[config.mk]
export PLATFORM = sky130hd
export DESIGN_NAME = cordic_dct8
export DESIGN_NICKNAME = d
export VERILOG_FILES = /design/src/rtl/cdct_pkg.sv /design/src/rtl/cdct_microrot.sv /design/src/rtl/cdct_rotator.sv /design/src/rtl/cdct_even.sv /design/src/rtl/cdct_odd.sv /design/src/rtl/cordic_dct8.sv
export SDC_FILE = /design/constraint.sdc
export NUM_CORES = 1
export LEC_CHECK = 0
export CORE_MARGIN = 10
export CORE_UTILIZATION = 50
export DETAILED_ROUTE_END_ITERATION = 12
export DONT_BUFFER_PORTS = 1
export MAX_ROUTING_LAYER = met4
export PLACE_DENSITY = 0.76
export SYNTH_ARGS = -nofsm -noshare
export SYNTH_HDL_FRONTEND = slang
export SYNTH_SLANG_ARGS = --single-unit
[constraint.sdc]
create_clock -name vclk -period 9.55
set_input_delay 0.4775 -clock vclk [all_inputs]
set_output_delay 0.4775 -clock vclk [all_outputs]
set_load 0.05 [all_outputs]
[src/rtl/cdct_pkg.sv]
package cdct_pkg;

    // Rotation chains: stage k uses shift [k*4 +: 4] and negative sign if bit k set
    localparam int          ROT_EVEN_N   = 2;
    localparam logic [7:0]  ROT_EVEN_SH  = {4'd4, 4'd1};
    localparam logic [1:0]  ROT_EVEN_NEG = 2'b00;

    localparam int          ROT_ODD_N    = 3;
    localparam logic [11:0] ROT_ODD_SH   = {4'd4, 4'd2, 4'd1};
    localparam logic [2:0]  ROT_HI_NEG   = 3'b010;   // +, -, +
    localparam logic [2:0]  ROT_LO_NEG   = 3'b101;   // -, +, -

    localparam int NUM_PTS = 8;
    localparam int HALF    = NUM_PTS / 2;

endpackage

[src/rtl/cdct_microrot.sv]
module cdct_microrot #(
    parameter int   W   = 18,
    parameter int   SH  = 1,
    parameter logic NEG = 1'b0
) (
    input  logic signed [W-1:0] x_i,
    input  logic signed [W-1:0] y_i,
    output logic signed [W-1:0] x_o,
    output logic signed [W-1:0] y_o
);
    logic signed [W-1:0] xs_d, ys_d;

    always_comb begin
        xs_d = x_i >>> SH;
        ys_d = y_i >>> SH;
    end

    generate
        if (NEG) begin : g_neg
            always_comb begin
                x_o = x_i + ys_d;
                y_o = y_i - xs_d;
            end
        end else begin : g_pos
            always_comb begin
                x_o = x_i - ys_d;
                y_o = y_i + xs_d;
            end
        end
    endgenerate
endmodule

[src/rtl/cdct_rotator.sv]
module cdct_rotator #(
    parameter int             W      = 18,
    parameter int             N      = 3,
    parameter logic [4*N-1:0] SHIFTS = '0,
    parameter logic [N-1:0]   SIGNS  = '0
) (
    input  logic signed [W-1:0] x_i,
    input  logic signed [W-1:0] y_i,
    output logic signed [W-1:0] x_o,
    output logic signed [W-1:0] y_o
);
    logic signed [W-1:0] xc [N+1];
    logic signed [W-1:0] yc [N+1];

    assign xc[0] = x_i;
    assign yc[0] = y_i;

    generate
        for (genvar k = 0; k < N; k++) begin : g_stage
            cdct_microrot #(
                .W   (W),
                .SH  (int'(SHIFTS[k*4 +: 4])),
                .NEG (SIGNS[k])
            ) u_mr (
                .x_i (xc[k]),
                .y_i (yc[k]),
                .x_o (xc[k+1]),
                .y_o (yc[k+1])
            );
        end
    endgenerate

    assign x_o = xc[N];
    assign y_o = yc[N];
endmodule

[src/rtl/cdct_even.sv]
module cdct_even #(
    parameter int W = 18
) (
    input  logic signed [W-1:0] a0,
    input  logic signed [W-1:0] a1,
    input  logic signed [W-1:0] a2,
    input  logic signed [W-1:0] a3,
    output logic signed [W-1:0] k0,
    output logic signed [W-1:0] k4,
    output logic signed [W-1:0] k2,
    output logic signed [W-1:0] k6
);
    import cdct_pkg::*;

    logic signed [W-1:0] c0_d, c1_d, c2_d, c3_d;

    always_comb begin
        c0_d = a0 + a3;
        c1_d = a1 + a2;
        c2_d = a1 - a2;
        c3_d = a0 - a3;
        k0   = c0_d + c1_d;
        k4   = c0_d - c1_d;
    end

    cdct_rotator #(
        .W      (W),
        .N      (ROT_EVEN_N),
        .SHIFTS (ROT_EVEN_SH),
        .SIGNS  (ROT_EVEN_NEG)
    ) u_rot_even (
        .x_i (c3_d),
        .y_i (c2_d),
        .x_o (k2),
        .y_o (k6)
    );
endmodule

[src/rtl/cdct_odd.sv]
module cdct_odd #(
    parameter int   W         = 18,
    parameter logic EXACT_NEG = 1'b0
) (
    input  logic signed [W-1:0] b0,
    input  logic signed [W-1:0] b1,
    input  logic signed [W-1:0] b2,
    input  logic signed [W-1:0] b3,
    output logic signed [W-1:0] k1,
    output logic signed [W-1:0] k5,
    output logic signed [W-1:0] k3,
    output logic signed [W-1:0] k7
);
    import cdct_pkg::*;

    logic signed [W-1:0] p0, p1, q0, q1;
    logic signed [W-1:0] u0_d, u1_d, u2_d, u3_d, w_d;

    cdct_rotator #(
        .W      (W),
        .N      (ROT_ODD_N),
        .SHIFTS (ROT_ODD_SH),
        .SIGNS  (ROT_HI_NEG)
    ) u_rot_hi (
        .x_i (b0),
        .y_i (b3),
        .x_o (p0),
        .y_o (p1)
    );

    cdct_rotator #(
        .W      (W),
        .N      (ROT_ODD_N),
        .SHIFTS (ROT_ODD_SH),
        .SIGNS  (ROT_LO_NEG)
    ) u_rot_lo (
        .x_i (b1),
        .y_i (b2),
        .x_o (q0),
        .y_o (q1)
    );

    always_comb begin
        u0_d = p0 + q1;
        u1_d = p0 - q1;
        u2_d = p1 + q0;
        u3_d = p1 - q0;
        k1   = u0_d + u2_d;
        k7   = u2_d - u0_d;   // negation folded into this subtractor
        k3   = u1_d + u3_d;
        w_d  = u3_d - u1_d;
    end

    generate
        if (EXACT_NEG) begin : g_exact
            assign k5 = -w_d;
        end else begin : g_inv
            assign k5 = ~w_d;
        end
    endgenerate
endmodule

[src/rtl/cordic_dct8.sv]
module cordic_dct8 #(
    parameter int   IN_W      = 12,
    parameter int   OUT_W     = 16,
    parameter logic EXACT_NEG = 1'b0
) (
    input  logic [8*IN_W-1:0]  samples,
    output logic [8*OUT_W-1:0] coefs
);
    import cdct_pkg::*;

    localparam int IW = OUT_W + 2;

    logic signed [IW-1:0] s_d  [NUM_PTS];
    logic signed [IW-1:0] a_d  [HALF];
    logic signed [IW-1:0] b_d  [HALF];
    logic signed [IW-1:0] kc_d [NUM_PTS];

    generate
        for (genvar n = 0; n < NUM_PTS; n++) begin : g_unpack
            assign s_d[n] = IW'($signed(samples[n*IN_W +: IN_W]));
            assign coefs[n*OUT_W +: OUT_W] = kc_d[n][OUT_W-1:0];
        end
        for (genvar i = 0; i < HALF; i++) begin : g_bfly
            assign a_d[i] = s_d[i] + s_d[NUM_PTS-1-i];
            assign b_d[i] = s_d[i] - s_d[NUM_PTS-1-i];
        end
    endgenerate

    cdct_even #(.W(IW)) u_even (
        .a0 (a_d[0]), .a1 (a_d[1]), .a2 (a_d[2]), .a3 (a_d[3]),
        .k0 (kc_d[0]), .k4 (kc_d[4]), .k2 (kc_d[2]), .k6 (kc_d[6])
    );

    cdct_odd #(.W(IW), .EXACT_NEG(EXACT_NEG)) u_odd (
        .b0 (b_d[0]), .b1 (b_d[1]), .b2 (b_d[2]), .b3 (b_d[3]),
        .k1 (kc_d[1]), .k5 (kc_d[5]), .k3 (kc_d[3]), .k7 (kc_d[7])
    );

    // Checks on the settled combinational network
    logic                 all_eq;
    logic signed [IW-1:0] in_sum;
    always_comb begin
        all_eq = 1'b1;
        in_sum = '0;
        for (int n = 0; n < NUM_PTS; n++) begin
            in_sum = in_sum + s_d[n];
            if (s_d[n] != s_d[0]) all_eq = 1'b0;
        end
        for (int n = 0; n < NUM_PTS; n++) begin
            AST_NO_OVERFLOW: assert (kc_d[n] == IW'($signed(kc_d[n][OUT_W-1:0])))
                else $error("coefficient %0d exceeds output width", n);
        end
        AST_DC_SUM: assert ($signed(coefs[OUT_W-1:0]) == in_sum[OUT_W-1:0])
            else $error("coefficient 0 differs from input sum");
        if (all_eq) begin
            AST_DC_EVEN_ZERO: assert (kc_d[2] == '0 && kc_d[4] == '0 && kc_d[6] == '0)
                else $error("even AC term nonzero for flat input");
            AST_DC_ODD_ZERO: assert (kc_d[1] == '0 && kc_d[3] == '0 && kc_d[7] == '0)
                else $error("odd AC term nonzero for flat input");
            AST_DC_NEG_MODE: assert (kc_d[5] == (EXACT_NEG ? IW'(0) : IW'(-1)))
                else $error("coefficient 5 wrong for flat input");
        end
    end
endmodule

==> results.toml <==
[status]
status = "finished clean"

[synthesis]
synthCells = 2936
synth_area_per_cell_um2 = 7.393
synth.net_count = 3576
ys_types = 100
syn_area_mm2 = 0.02171
yosysSeqAreaShare_pct = 0
yosys_warnings = 0

[global_route]
grt_first_pass_wirelength_um = 89540
grt_start_max_net_pins = 14
grt_pass1_vias = 19008
grt_antenna_before_repair = 0
gr-usage-all-layers_pct = 20.21
grt_overflow = 0

[route]
ant_nets = 0
dr_wl_met2_um = 26350
dr.max_layer_used = "met4"
drt-met1-wl_um = 25200
drc = 0
drt_iter0_markers = 1198
wl_per_cell_um = 15.31
vias = 19733
route.met3.wl_um = 2720
dr.pass1.iters = 6
viasPerCell = 5.442
routed_wl_um = 55530

[timing]
fmax_mhz = 108.5
maxSlewViolCount = 0
hold_viol_final = 0
hold_ws_ns = 1.947
period_share_pct = 96.55
period_needed_ns = 9.220
setup-violations-final = 0
relSlewSlack_pct = 21.29
worst_pin_slew_ns = 1.172

[setup_path]
cp.required_ns = 9.07
max_stage_delay_ns = 0.38
path_max_fanout = 6
cp-start-kind = "primary input"
cp_slowest_cell = "fa_2"
crit_top_cell = "a21oi_1"
end_kind = "output pin"
startpoint = "samples[24]"
crit_end = "coefs[127]"
arrival_ns = 8.74
path_class = "in -> out"

[clocking]
ctsHoldBuffers = 0

[floorplanning]
start_util_pct = 50.50
core_mm2 = 0.04298
dieArea_mm2 = 0.05215
rows = 76
ios = 224
die_y_um = 228.4
die_w_um = 228.4

[run]
maxCapViolCount = 0

[final_layout]
clkbuf_count = 0
design.seq.count = 0
drive_gt1_share_pct = 13.12
ff_latch_area_um2 = 0
antennaDiodeCount = 0
fillers = 3990
fin_util_pct = 57.03
final_cell_area_mm2 = 0.02451
synthToLayoutAreaGrowth_pct = 12.92
nets = 3683

[hold_path]
min_path_type = "in -> out"

[placement]
io_buffers = 0
gp_congestion = 0.9584
dp_hpwl_um = 48080
place_area_mm2 = 0.02328
==> worst min path at each step <==
stage                start         to  slack (ns)  cells after the start
5_1_grt        samples[61]  coefs[65]        2.03                      4
2_1_floorplan  samples[48]   coefs[0]        1.77                      4
4_1_cts        samples[61]  coefs[65]        1.93                      4
3_5_place_dp   samples[61]  coefs[65]        1.91                      4
6_report       samples[61]  coefs[65]        1.95                      4
3_3_place_gp   samples[61]  coefs[65]        1.92                      4
==> metrics by stage <==
stage	cells	setup WS, ns	setup TNS, ns
after floorplan	2936	0.6199	0
after global placement	3599	0.1537	0
after detailed placement	3599	0.04928	0
after CTS	3599	0.01381	0
after global routing	3626	-0.1980	-0.6914
final	3626	0.3298	0
==> worst max-delay path: cells and delay by family <==
family,cells,cell delay [ns]
buffers and inverters,5,0.47
XOR/XNOR,6,1.29
adder cells (fa/ha/maj),7,1.86
AO/OA/AOI/OAI,20,3.58
AND/OR/NAND/NOR,7,1.03
==> cells by family (layout without fill, tap and decap cells) <==
group / after synthesis / in the layout / synth area share [%]
mux: 16 / 16 / 0.7897
compound gates: 864 / 864 / 26.47
buf+inv: 516 / 621 / 9.067
fa+ha+maj: 546 / 546 / 32.76
xor+xnor: 459 / 459 / 19.27
simple gates: 535 / 535 / 11.64
==> per-layer routing <==
layer	vias to the layer above	track usage, %
met5	-	-
met4	0	3.624
met3	73	2.420
met2	427	34.61
met1	9050	25.28
li1	10183	-
==> cells in the final DEF, fill, tap and decap left out, types with 6 or more instances in the layout <==
cell type and n:
a21o_1 91, a31oi_1 13, nand3_1 25, inv_2 8
ha_4 13, xnor2_1 261, xnor2_2 35, buf_4 163
o21a_1 16, a21oi_1 276, nor2_1 238, inv_1 445
nor3_1 28, fa_1 35, or2_2 11, o21ai_0 81
xor2_1 135, xnor3_1 7, o211ai_1 11, xor2_2 18
mux2i_1 7, nor3b_1 6, o21bai_1 164, a21oi_2 38
ha_2 12, nor2b_1 40, nand2b_1 43, a21boi_1 6
or3_1 6, a211o_1 6, mux2_2 6, and3_1 7
ha_1 481, o31ai_1 15, and2_1 11, nand2_1 81
o21ai_1 14, a211oi_1 9
==> cells in the mapped netlist (13+ instances only) <==
cell type	number	area, um^2
a21o_1	91	683.2
a21oi_1	316	1582
a31oi_1	15	93.84
and2_1	13	81.33
buf_2	13	65.06
clkbuf_1	45	168.9
fa_1	38	760.7
ha_1	506	6331
inv_1	450	1689
nand2_1	82	307.8
nand2b_1	44	275.3
nand3_1	25	125.1
nor2_1	241	904.6
nor2b_1	44	275.3
nor3_1	29	145.1
o21a_1	17	127.6
o21ai_0	95	475.5
o21bai_1	170	1276
o31ai_1	20	150.1
xnor2_1	295	2584
xor2_1	150	1314
==> layout make-up <==
cell class / instances / area, um^2 / area share (%)
inverter: 454 / 1708 / 6.967
multi-input combinational: 2420 / 20770 / 84.73
tap: 585 / 732.0 / 2.986
timing repair buffer: 167 / 1304 / 5.319
==> what timing repair did <==
action,CTS,global route
hold endpoints to repair,0,0
resized for setup,0,201
endpoints found under the setup margin,0,14
buffers inserted,0,27
Power is not shown: default switching activity piles up to over one toggle a cycle in this logic, so the estimate is an artifact.
